<file path="src/rtl/adc_seq_pkg.sv">
package adc_seq_pkg;

  typedef enum logic [1:0] {
    PH_DOWN = 2'd0,
    PH_ARM  = 2'd1,
    PH_RUN  = 2'd2
  } phase_t;

endpackage

</file>
<file path="src/rtl/edge_sync.sv">
module edge_sync #(
  parameter int STAGES = 2
) (
  input  logic clk,
  input  logic rst_n,
  input  logic din,
  output logic rise
);

  localparam int W = STAGES + 1;

  logic [W-1:0] sh_q, sh_n;

  always_comb begin
    sh_n = {sh_q[W-2:0], din};
  end

  always_ff @(posedge clk or negedge rst_n) begin
    if (!rst_n) sh_q <= '0;
    else        sh_q <= sh_n;
  end

  assign rise = sh_q[STAGES-1] & ~sh_q[STAGES];


  rise_pulse_chk: assert property (@(posedge clk) disable iff (!rst_n)
    rise |=> !rise);

endmodule

</file>
<file path="src/rtl/win_counter.sv">
module win_counter #(
  parameter int LIMIT = 26
) (
  input  logic clk,
  input  logic rst_n,
  input  logic clr,
  input  logic inc,
  output logic done
);

  localparam int W = $clog2(LIMIT + 1);
  localparam logic [W-1:0] TOP = W'(LIMIT);

  logic [W-1:0] cnt_q, cnt_n;

  always_comb begin
    cnt_n = cnt_q;
    if (clr)                     cnt_n = '0;
    else if (inc && cnt_q != TOP) cnt_n = cnt_q + 1'b1;
  end

  always_ff @(posedge clk or negedge rst_n) begin
    if (!rst_n) cnt_q <= '0;
    else        cnt_q <= cnt_n;
  end

  assign done = (cnt_q == TOP);


  win_clr_chk: assert property (@(posedge clk) disable iff (!rst_n)
    done |-> !$past(clr));


  win_step_chk: assert property (@(posedge clk) disable iff (!rst_n)
    $rose(done) |-> $past(inc));

endmodule

</file>
<file path="src/rtl/sync_fsm.sv">
module sync_fsm
  import adc_seq_pkg::*;
(
  input  logic clk,
  input  logic rst_n,
  input  logic dig_pd_n,
  input  logic master_sel,
  input  logic bclk_rise,
  input  logic ext_frm_rise,
  input  logic int_frm_rise,
  output logic filt_en,
  output logic running,
  output logic frm_rise
);

  phase_t st_q, st_n;
  logic   seen_b_q, seen_b_n;
  logic   seen_f_q, seen_f_n;
  logic   b_ok, f_ok;

  always_comb begin
    st_n     = st_q;
    seen_b_n = seen_b_q;
    seen_f_n = seen_f_q;
    b_ok     = seen_b_q | bclk_rise;
    f_ok     = seen_f_q | ext_frm_rise;
    unique case (st_q)
      PH_DOWN: begin
        seen_b_n = 1'b0;
        seen_f_n = 1'b0;
        if (dig_pd_n) st_n = PH_ARM;
      end
      PH_ARM: begin
        if (master_sel) begin
          if (int_frm_rise) st_n = PH_RUN;
        end else begin
          seen_b_n = b_ok;
          seen_f_n = f_ok;
          if (b_ok && f_ok) st_n = PH_RUN;
        end
      end
      PH_RUN:  st_n = PH_RUN;
      default: st_n = PH_DOWN;
    endcase
    if (!dig_pd_n) begin
      st_n     = PH_DOWN;
      seen_b_n = 1'b0;
      seen_f_n = 1'b0;
    end
  end

  always_ff @(posedge clk or negedge rst_n) begin
    if (!rst_n) begin
      st_q     <= PH_DOWN;
      seen_b_q <= 1'b0;
      seen_f_q <= 1'b0;
    end else begin
      st_q     <= st_n;
      seen_b_q <= seen_b_n;
      seen_f_q <= seen_f_n;
    end
  end

  assign filt_en  = (st_q != PH_DOWN);
  assign running  = (st_q == PH_RUN);
  assign frm_rise = master_sel ? int_frm_rise : ext_frm_rise;


  filt_off_chk: assert property (@(posedge clk) disable iff (!rst_n)
    !dig_pd_n |=> !filt_en);


  run_clr_chk: assert property (@(posedge clk) disable iff (!rst_n)
    !dig_pd_n |=> !running);


  master_start_chk: assert property (@(posedge clk) disable iff (!rst_n)
    ($rose(running) && master_sel) |-> $past(int_frm_rise));


  slave_start_chk: assert property (@(posedge clk) disable iff (!rst_n)
    ($rose(running) && !master_sel) |-> $past(filt_en));

endmodule

</file>
<file path="src/rtl/adc_pwrup_seq.sv">
module adc_pwrup_seq #(
  parameter int SYS_CLK_KHZ = 50000,
  parameter int SETTLE_US   = 100000,
  parameter int GRP_FRAMES  = 26,
  parameter int SYNC_STAGES = 2
) (
  input  logic clk,
  input  logic rst_n,
  input  logic dig_pd_n,
  input  logic ana_pd_n,
  input  logic master_sel,
  input  logic bclk_in,
  input  logic fclk_in,
  input  logic int_fclk,
  output logic filt_en,
  output logic running,
  output logic conv_stb,
  output logic data_valid
);

  localparam int SETTLE_CYC = SETTLE_US * (SYS_CLK_KHZ / 1000);
  localparam int N_CLK      = 3;

  logic [N_CLK-1:0] raw_clk, raw_rise;
  logic             frm_rise, grp_done, settle_done;

  assign raw_clk = {int_fclk, fclk_in, bclk_in};

  for (genvar g = 0; g < N_CLK; g++) begin : g_sync
    edge_sync #(.STAGES(SYNC_STAGES)) u_es (
      .clk  (clk),
      .rst_n(rst_n),
      .din  (raw_clk[g]),
      .rise (raw_rise[g])
    );
  end

  sync_fsm u_fsm (
    .clk         (clk),
    .rst_n       (rst_n),
    .dig_pd_n    (dig_pd_n),
    .master_sel  (master_sel),
    .bclk_rise   (raw_rise[0]),
    .ext_frm_rise(raw_rise[1]),
    .int_frm_rise(raw_rise[2]),
    .filt_en     (filt_en),
    .running     (running),
    .frm_rise    (frm_rise)
  );

  assign conv_stb = running & frm_rise;

  win_counter #(.LIMIT(GRP_FRAMES)) u_grp (
    .clk  (clk),
    .rst_n(rst_n),
    .clr  (!dig_pd_n),
    .inc  (conv_stb),
    .done (grp_done)
  );

  win_counter #(.LIMIT(SETTLE_CYC)) u_settle (
    .clk  (clk),
    .rst_n(rst_n),
    .clr  (!dig_pd_n || !ana_pd_n),
    .inc  (1'b1),
    .done (settle_done)
  );

  assign data_valid = running & grp_done & settle_done & dig_pd_n & ana_pd_n;


  stb_run_chk: assert property (@(posedge clk) disable iff (!rst_n)
    conv_stb |-> running);


  valid_grp_chk: assert property (@(posedge clk) disable iff (!rst_n)
    $rose(data_valid) |-> $past(dig_pd_n));

endmodule

</file>
<file path="config.mk">
export PLATFORM = sky130hd
export DESIGN_NAME = adc_pwrup_seq
export DESIGN_NICKNAME = d
export VERILOG_FILES = /design/src/rtl/adc_seq_pkg.sv /design/src/rtl/edge_sync.sv /design/src/rtl/win_counter.sv /design/src/rtl/sync_fsm.sv /design/src/rtl/adc_pwrup_seq.sv
export SDC_FILE = /design/constraint.sdc
export NUM_CORES = 1
export LEC_CHECK = 0
export ABC_AREA = 1
export CAP_MARGIN = 15
export CORE_ASPECT_RATIO = 1.5
export CORE_UTILIZATION = 45
export CTS_CLUSTER_DIAMETER = 30
export DETAILED_ROUTE_END_ITERATION = 12
export DONT_BUFFER_PORTS = 1
export GPL_TIMING_DRIVEN = 0
export PLACE_DENSITY = 0.59
export REMOVE_ABC_BUFFERS = 1
export SYNTH_ARGS = -nofsm -noshare
export SYNTH_HDL_FRONTEND = slang
export SYNTH_SLANG_ARGS = --single-unit
</file>
<file path="constraint.sdc">
create_clock -name clk -period 1.4 [get_ports clk]
set_input_delay 0.07 -clock clk [delete_from_list [all_inputs] [get_ports clk]]
set_output_delay 0.07 -clock clk [all_outputs]
set_load 0.02 [all_outputs]
</file>
==> results.toml, run 1 <==
[timing]
fin_crit_sh_pct = 108
setup_tns_ns = -0.224
max_freq_ghz = 0.660
finalHoldViolCount = 0
maxSlewViolCount = 0
fin_crit_ns = 1.52
worstMarginPinSlew_ns = 0.524
setup_slack_ns = -0.115
slew_headroom_pct = 65.0
skew_ns = 0.00459
rsz0062_at_grt = "true"
setup_viol = 5

[floorplan]
start_util_pct = 47.2
io_pins = 12
rows = 31
die_x_um = 60.2
die_y_um = 89.3
core_um2 = 4850
die_area_um2 = 5380

[drt]
firstDrtPassIters = 4
drtAntennaViolNets = 0
wl_um = 5750
drtIter0Drc = 82
drc = 0
route.detailed.wl_per_inst_um = 13.7
vias = 2115
vias_per_cell = 5.05

[hold_path]
hp-start = "master_sel"
hold_depth = 3
hold_path.class = "input port to flip-flop"

[final_layout]
areaGrowthSynthToFinish_pct = 31.6
fill_cells = 428
nets = 367
stdcell_area_um2 = 3010
num_antenna_cells = 0
drive_above_1_share_pct = 31.7

[power_and_ir_drop]
power.internal_w = 0.00181
pwr-share-comb_pct = 22.2
p_per_area_nw_per_um2 = 867
pwr-share-clk_pct = 29.3
power_leakage_nw = 1.27
switchingPower_w = 0.000801
ir_worst_vdd_mv = 0.556
p_sw_share_pct = 30.7
pwr-share-seq_pct = 48.5

[worst_setup_path]
crit_type = "flip-flop to output port"
start_kind = "flip-flop"
crit_chain = "nand2_2 > nor2_1 > nand3_1 > nor2_2 > nand3_2 > nor2_4"
reg2reg_depth = 9
cp-end-kind = "output port"
cp_slowest_cell = "dfrtp_1"
cp_num_cells = 6
path_max_fanout = 3
crit_family = "simple AND/OR/NAND/NOR gates"
startpoint = "u_settle.cnt_q[9]$_DFFE_PN0P_"
cp.arrival_ns = 1.45
critical_path_buf_inv_count = 0
required_ns = 1.33
r2r-start = "u_settle.cnt_q[1]$_DFFE_PN0P_"
slowest_delay_ns = 0.38

[global_route]
grt_pass1_wl_um = 8780
antenna_found_initial = 0
gr-total-overflow = 0
track_usage_pct = 22.8
grt_use_met1_pct = 23.0
busiest_layer = "met2"
use_met3_pct = 3.04
grt_start_max_net_pins = 42
grtUsageMet2_pct = 43.3
grt_pass1_vias = 1986

[yosys]
synth-seq-cells = 41
async_flop_share_pct = 100
synth.area.top_cells = "dfrtp_1 45%, nand2_1 12%, nor2_1 10%"
yosysMostFrequentCell = "nand2_1"
synth_cell_types = 25
ys_seq_area_share_pct = 44.9
syn_avg_cell_area_um2 = 7.40
synth.top_cells.by_count = "75 x nand2_1, 61 x nor2_1, 41 x dfrtp_1"
ys.flop_type = "dfrtp_1"
synth_top_area_cell = "dfrtp_1"
synth.cell_area_um2 = 2290
synth_edf_count = 0
syn-instance-count = 309
yosysTopAreaCellShare_pct = 44.9
ys_warn_count = 0

[clock_network]
clk_latency_ns = 0.29
cts_max_level = 2
cts_buffers = 5
clock_sinks = 41
clockBufferDepth = 2
cts_tree = "built"
ctsRootBufferMaster = "clkbuf_8"
path_clk_slew_ns = 0.08

[run]
cap_violations = 0

[place]
hpwlAfterDp_um = 3660
place_area_um2 = 2350
port_buffers = 0
place_congestion = 0.878
place_ws_ns = -0.392

[outcome]
outcome = "finished with violations"
violations = "setup timing"
-- cell type report --
type                    count  area [um2]  area share (%)
inverters                  38         148            4.91
well taps                  66        82.6            2.74
clock inverters             3        17.5           0.582
repair buffers             40         340            11.3
clock buffers               5        68.8            2.29
multi-input cells         226        1320            43.8
flip-flops and latches     41        1030            34.4
-- metal layers --
metal,vias up,wire [um]
li1,1060,-
met1,994,2160
met2,42,3200
met3,19,166
met4,0,230
met5,-,0
-- path summary, 6_finish.rpt --
check                                              endpoint  slack (ns)
max                                              data_valid       -0.12
min                              u_fsm.seen_f_q$_DFFE_PN0P_        0.03
max reg2reg                   u_settle.cnt_q[0]$_DFFE_PN0P_       -0.05
min reg2reg                g_sync[1].u_es.sh_q[1]$_DFF_PN0_        0.35
max in group asynchronous    u_settle.cnt_q[13]$_DFFE_PN0P_        0.95
min in group asynchronous    u_settle.cnt_q[21]$_DFFE_PN0P_        0.23
-- flip-flops by register name (all words and copies together) (netlist names) --
name,cells
u_settle.cnt_q,23
g_sync.u_es.sh_q,9
u_grp.cnt_q,5
u_fsm.st_q,2
u_fsm.seen_b_q,1
u_fsm.seen_f_q,1
-- what timing repair did --
| action | CTS | global route |
|---|---|---|
| cloned | 0 | 0 |
| gates resized for setup | 39 | 44 |
| endpoints found under the hold margin | 53 | 0 |
| hold buffers | 6 | 0 |
| endpoints found under the setup margin | 15 | 33 |
| pin swaps | 15 | 29 |
| setup buffers | 21 | 13 |
-- worst min-delay path, cell delays in order --
cell,delay (ns)
inv_1,0.04
nand3_1,0.10
a21boi_1,0.07
-- power by group through the flow --
stage / Sequential [W] / Combinational [W] / Clock [W]
after floorplan: 0.00128 / 0.000273 / 0
after global placement: 0.00129 / 0.000322 / 0
after detailed placement: 0.00129 / 0.000325 / 0
after CTS: 0.00126 / 0.000531 / 0.000795
after global routing: 0.00127 / 0.000644 / 0.000835
final: 0.00126 / 0.000580 / 0.000764
-- through the flow --
step / hold slack [ns] / utilization [%] / total power [W] / std cells
floorplan: -0.226 / - / 0.00156 / 305
global placement: -0.225 / 48.5 / 0.00161 / 371
detailed placement: -0.225 / 48.5 / 0.00162 / 371
CTS: 0.0301 / 57.9 / 0.00259 / 406
global route: 0.0539 / 62.1 / 0.00275 / 419
finish: 0.0301 / 62.1 / 0.00261 / 419
-- cells in the final DEF (no fill, tap or decap), types with 11 or more instances in the layout --
master | Yosys | layout
buf_4 | 1 | 30
nand3_1 | 30 | 26
nor2_1 | 61 | 42
inv_1 | 38 | 27
nand2_1 | 75 | 64
nor2_4 | 2 | 11
dfrtp_1 | 41 | 34
nand2_2 | 3 | 13
nor2_2 | 4 | 14
-- kinds of logic after synthesis --
family | Yosys count | share of synthesized area (%)
buffers and inverters | 42 | 7.11
adder cells (fa/ha/maj) | 7 | 3.83
AND/OR/NAND/NOR | 186 | 34.7
flip-flops | 41 | 44.9
XOR/XNOR | 9 | 3.45
AO/OA/AOI/OAI | 24 | 6.02
(Power assumes the default switching activity.)
==> inputs of run 2 (changes only) <==
Settings changed: SYNTH_HIERARCHICAL set to 1.
==> run 2 against run 1 <==
  * The run still ends with setup timing left
  * Cell area increased by 6.3%
  * Power grew 13%
  * Critical path depth up 7
  * Count of clock-buffer cells in the layout did not move
  * Combinational power fell by 12%
  * Clock skew is 0.0013 ns higher
  * Non-clock buffer count shrank 22
  * Hold slack worse by 0.0057 ns
  * Routed wire length is 6.6% higher
  * First-iteration DRC count is 28% higher
  * Sequential cell count is the same
  * Synthesized cell count increased by 19%
  * Highest routed layer unchanged
==> results.toml, run 2 <==
[yosys]
ys_seq_area_share_pct = 39.7
synth_top_family_by_area = "simple AND/OR/NAND/NOR gates"
synth_compound_area_share_pct = 4.21
synth_cell_types = 32
synth-simple-area-share_pct = 41.5
async_flop_share_pct = 100
synth_top_area_cell = "dfrtp_1"
ys_warn_count = 6
synth_xor_area_share_pct = 2.71
synth_edf_count = 0
synth-seq-cells = 41
synth.cell_area_um2 = 2590
yosysMostFrequentCell = "nand2_1"
muxShareOfSynthArea_pct = 0
syn_avg_cell_area_um2 = 7.05
yosysTopAreaCellShare_pct = 39.7
synth.area.top_cells = "dfrtp_1 40%, nand2_1 18%, nor2_1 7.4%"
syn-instance-count = 367
synth-adder-area-share_pct = 3.39
ys.flop_type = "dfrtp_1"
synth.top_cells.by_count = "121 x nand2_1, 51 x nor2_1, 41 x dfrtp_1"

[worst_setup_path]
start_kind = "flip-flop"
path_max_fanout = 8
required_ns = 1.63
cp-end-kind = "flip-flop"
cp.arrival_ns = 1.90
crit_type = "flip-flop to flip-flop"

[run]
cap_violations = 0

[drt]
route.detailed.wl_per_inst_um = 13.2
firstDrtPassIters = 4
vias_per_cell = 5.15
drc = 0
drtIter0Drc = 105
vias = 2389
drtAntennaViolNets = 0
wl_um = 6130

[outcome]
outcome = "finished with violations"
violations = "setup timing"

[timing]
rsz0062_at_grt = "true"
fin_crit_sh_pct = 119
worstMarginPinSlew_ns = 0.731
setup_tns_ns = -5.66
slew_headroom_pct = 51.2
fin_crit_ns = 1.67
finalHoldViolCount = 0
whs_ns = 0.0244
skew_ns = 0.00586
max_freq_ghz = 0.600
setup_slack_ns = -0.266
setup_viol = 24
maxSlewViolCount = 0

[clock_network]
clockBufferDepth = 2
clk_latency_ns = 0.29
path_clk_slew_ns = 0.09
cts_max_level = 2
cts_tree = "built"
clock_sinks = 41
ctsRootBufferMaster = "clkbuf_8"
cts_buffers = 5

[power_and_ir_drop]
power_leakage_nw = 1.50
p_per_area_nw_per_um2 = 926
ir_worst_vdd_mv = 0.515

[final_layout]
layout_commonest_cell = "nand2_1"
drive_above_1_share_pct = 24.1
regMostFlops = "u_settle/cnt_q"
fill_cells = 544
areaGrowthSynthToFinish_pct = 23.7
largest_register_ffs = 23
num_antenna_cells = 0
top_regs = "u_settle/cnt_q: 23 flops, g_sync.u_es/sh_q: 9 flops, u_grp/cnt_q: 5 flops"
nets = 408
stdcell_area_um2 = 3200
final_cell_mix = "98 x nand2_1, 48 x nor2_1, 39 x dfrtp_1"

[floorplan]
core_um2 = 5490
io_pins = 12
start_util_pct = 47.1
die_y_um = 94.8
rows = 33
die_x_um = 63.9
die_area_um2 = 6060

[global_route]
antenna_found_initial = 0
track_usage_pct = 22.6
grt_start_max_net_pins = 42
grt_pass1_wl_um = 10500
grt_pass1_vias = 2364
gr-total-overflow = 0

[hold_path]
hold_path.class = "input port to flip-flop"

[place]
place_congestion = 0.883
place_area_um2 = 2650
port_buffers = 0
hpwlAfterDp_um = 4110
## run 2: where the power goes
group	total, W	switching [W]	internal [W]
sequential	0.00129	0.0000508	0.00124
clock	0.00116	0.000439	0.000718
combinational	0.000513	0.000337	0.000176
## run 2: logic make-up after synthesis
logic type,count (synthesis)
and+or+nand+nor,242
adders and majority gates,7
other,1
DFF,41
AOI/OAI and AO/OA,16
buffers and inverters,52
xor gates and xnor gates,8
## run 2: layout make-up
type                       count  area (um2)  area share, %
sequential                    41        1030           32.2
clock inverter                 3        68.8           2.15
timing repair inverter         2        27.5          0.861
tap                           70        87.6           2.74
clock buffer                   5        68.8           2.15
multi-input combinational    278        1550           48.6
inverter                      47         196           6.14
timing repair buffer          18         166           5.20
## run 2: metal layers
metal / global-route usage [%] / vias to the layer above / routed length (um)
li1: - / 1197 / -
met4: 9.28 / 0 / 160
met1: 22.6 / 1128 / 2430
met2: 44.9 / 52 / 3350
met3: 3.86 / 12 / 190
met5: 0 / - / 0
## run 2: worst max-delay path: stages (launching register included)
cell and delay (ns):
dfrtp_1 0.42, inv_2 0.10, ha_4 0.13, nand2_2 0.04, inv_2 0.05, nand2_2 0.05, nor2_4 0.13, nand3_4 0.08
buf_6 0.13, nand2_8 0.10, nand2_8 0.12, clkinv_8 0.14, nand2_2 0.05, nand2_1 0.06
## run 2: what timing repair did
action	in CTS	in global routing
resized for setup	25	45
endpoints found under the hold margin	48	0
buffers inserted	10	2
pin swaps	5	19
hold buffers	7	0
gates cloned	3	0
endpoints found under the setup margin	30	30
## run 2: path summary, 6_finish.rpt
path	start	endpoint	slack (ns)	cells past startpoint
max	u_settle/cnt_q[0]$_DFFE_PN0P_	u_settle/cnt_q[5]$_DFFE_PN0P_	-0.27	13
min	master_sel	u_fsm/st_q[0]$_DFFE_PN0P_	0.02	3
max reg2reg	u_settle/cnt_q[0]$_DFFE_PN0P_	u_settle/cnt_q[5]$_DFFE_PN0P_	-0.27	13
min reg2reg	g_sync[1].u_es/sh_q[0]$_DFF_PN0_	g_sync[1].u_es/sh_q[1]$_DFF_PN0_	0.36	0
max in group asynchronous	rst_n	u_grp/cnt_q[0]$_DFFE_PN0P_	0.94	2
min in group asynchronous	rst_n	u_fsm/seen_b_q$_DFFE_PN0P_	0.23	2
## run 2: metrics by stage
step / setup WS [ns] / utilization [%] / cells / power, W
4_1_cts: -0.272 / 55.6 / 463 / 0.00295
6_report: -0.266 / 58.2 / 464 / 0.00296
5_1_grt: -0.362 / 58.2 / 464 / 0.00311
3_5_place_dp: -0.358 / 48.2 / 435 / 0.00169
2_1_floorplan: -0.0893 / - / 365 / 0.00162
3_3_place_gp: -0.343 / 48.2 / 435 / 0.00169
==> inputs of run 3 (changes only) <==
Settings changed: HOLD_SLACK_MARGIN set to 0.08.
==> run 3 against run 2 <==
  * The flow still finishes with violations (setup timing)
  * Via count increased by 1.4%
  * First-iteration DRC count decreased by 11%
  * Sequential share of layout area unchanged
  * Die area unchanged
  * Critical path type unchanged
  * Highest routed layer unchanged
==> results.toml, run 3 (synthesis gave the netlist of run 2 again) <==
[final_layout]
register_area_um2 = 1030
fill_cells = 544
layout_commonest_cell = "nand2_1"
areaGrowthSynthToFinish_pct = 23.7
nets = 408
num_antenna_cells = 0
drive_above_1_share_pct = 24.4
multi_input_area_um2 = 1550
final_cell_mix = "98 x nand2_1, 48 x nor2_1, 39 x dfrtp_1"
regMostFlops = "u_settle/cnt_q"
largest_register_ffs = 23
top_regs = "u_settle/cnt_q: 23 flops, g_sync.u_es/sh_q: 9 flops, u_grp/cnt_q: 5 flops"
layout.cells.non_filler = 464

[worst_setup_path]
cp-end-kind = "flip-flop"
reg2reg_depth = 13
r2r_setup_slack_ns = -0.27
crit_type = "flip-flop to flip-flop"
r2r_end = "u_settle/cnt_q[5]$_DFFE_PN0P_"
r2r-start = "u_settle/cnt_q[0]$_DFFE_PN0P_"
cp.arrival_ns = 1.90
required_ns = 1.63
start_kind = "flip-flop"
path_max_fanout = 8

[floorplan]
start_util_pct = 47.1
die_y_um = 94.8
die_x_um = 63.9
io_pins = 12
rows = 33
core_um2 = 5490
die_area_um2 = 6060

[drt]
drc = 0
firstDrtPassIters = 4
vias = 2423
vias_per_cell = 5.22
drtAntennaViolNets = 0
wl_um = 6120
route.detailed.wl_per_inst_um = 13.2
drtIter0Drc = 93

[clock_network]
clockBufferDepth = 2
cts_buffers = 5
clk_latency_ns = 0.29
cts_max_level = 2
path_clk_slew_ns = 0.08
cts_tree = "built"
clock_sinks = 41
ctsRootBufferMaster = "clkbuf_8"

[hold_path]
hold_path.class = "input port to flip-flop"
hold_depth = 2
hp-start = "ana_pd_n"
worstHoldEndpoint = "u_settle/cnt_q[19]$_DFFE_PN0P_"

[timing]
setup_tns_ns = -5.79
worstMarginPinSlew_ns = 0.741
finalHoldViolCount = 0
slew_headroom_pct = 50.5
max_freq_ghz = 0.599
fin_crit_sh_pct = 119
setup_viol = 24
maxSlewViolCount = 0
rsz0062_at_grt = "true"
setup_slack_ns = -0.271
skew_ns = 0.00572
fin_crit_ns = 1.67

[power_and_ir_drop]
power_w = 0.00297
p_per_area_nw_per_um2 = 927
ir_worst_vdd_mv = 0.515
power_leakage_nw = 1.50

[run]
cap_violations = 0

[global_route]
track_usage_pct = 22.5
grt_start_max_net_pins = 42
gr-total-overflow = 0
antenna_found_initial = 0
grt_pass1_vias = 2367
grt_pass1_wl_um = 10400

[place]
port_buffers = 0
place_inst = 435
hpwlAfterDp_um = 4110
place_congestion = 0.883

[outcome]
outcome = "finished with violations"
violations = "setup timing"
==> run 3: timing repair <==
action	in CTS	in global routing
resized for setup	25	46
endpoints found under the setup margin	30	30
pin swaps	5	19
cloned	3	0
hold endpoints to repair	51	0
setup buffers	10	2
hold buffers	7	0
==> run 3: layer usage <==
layer | global-route usage (%) | up-vias | wire length [um]
met5 | 0 | - | 0
met4 | 9.28 | 0 | 179
met3 | 3.86 | 14 | 237
met2 | 44.7 | 66 | 3340
met1 | 22.5 | 1144 | 2360
li1 | - | 1199 | -
==> run 3: cell type report <==
| type | count | share of cell area, % |
|---|---|---|
| multi-input combinational | 278 | 48.6 |
| sequential | 41 | 32.2 |
| tap | 70 | 2.74 |
| timing repair inverter | 2 | 0.861 |
| clock buffer | 5 | 2.15 |
| timing repair buffer | 18 | 5.20 |
| clock inverter | 3 | 2.15 |
| inverter | 47 | 6.14 |
==> run 3: worst max-delay path by stage <==
stage | start | endpoint | slack, ns | cells after the start
2_1_floorplan | u_settle/cnt_q[0]$_DFFE_PN0P_ | u_settle/cnt_q[16]$_DFFE_PN0P_ | -0.09 | 12
3_3_place_gp | u_settle/cnt_q[0]$_DFFE_PN0P_ | u_settle/cnt_q[22]$_DFFE_PN0P_ | -0.34 | 12
3_5_place_dp | u_settle/cnt_q[0]$_DFFE_PN0P_ | u_settle/cnt_q[9]$_DFFE_PN0P_ | -0.36 | 12
4_1_cts | u_settle/cnt_q[1]$_DFFE_PN0P_ | data_valid | -0.27 | 10
5_1_grt | u_settle/cnt_q[0]$_DFFE_PN0P_ | u_settle/cnt_q[4]$_DFFE_PN0P_ | -0.36 | 13
6_report | u_settle/cnt_q[0]$_DFFE_PN0P_ | u_settle/cnt_q[5]$_DFFE_PN0P_ | -0.27 | 13
==> run 3: through the flow <==
step                hold WS (ns)  instance area [um2]  util (%)  setup WS, ns
floorplan                 -0.226                 2560         -       -0.0893
global placement          -0.225                 2650      48.2        -0.343
detailed placement        -0.225                 2650      48.2        -0.358
CTS                       0.0910                 3050      55.6        -0.272
global route               0.109                 3200      58.2        -0.362
finish                    0.0862                 3200      58.2        -0.271
==> run 3: power breakdown <==
part	switching, W	internal, W
clock network	0.000440	0.000718
registers	0.0000534	0.00124
logic	0.000339	0.000176
==> run 3: worst max-delay path, stage by stage, from the launching register on <==
cell and delay (ns):
dfrtp_1 0.42, inv_2 0.10, ha_4 0.13, nand2_2 0.04
inv_2 0.05, nand2_2 0.05, nor2_4 0.13, nand3_4 0.08
buf_6 0.13, nand2_8 0.10, nand2_8 0.12, clkinv_8 0.14
nand2_2 0.05, nand2_1 0.05
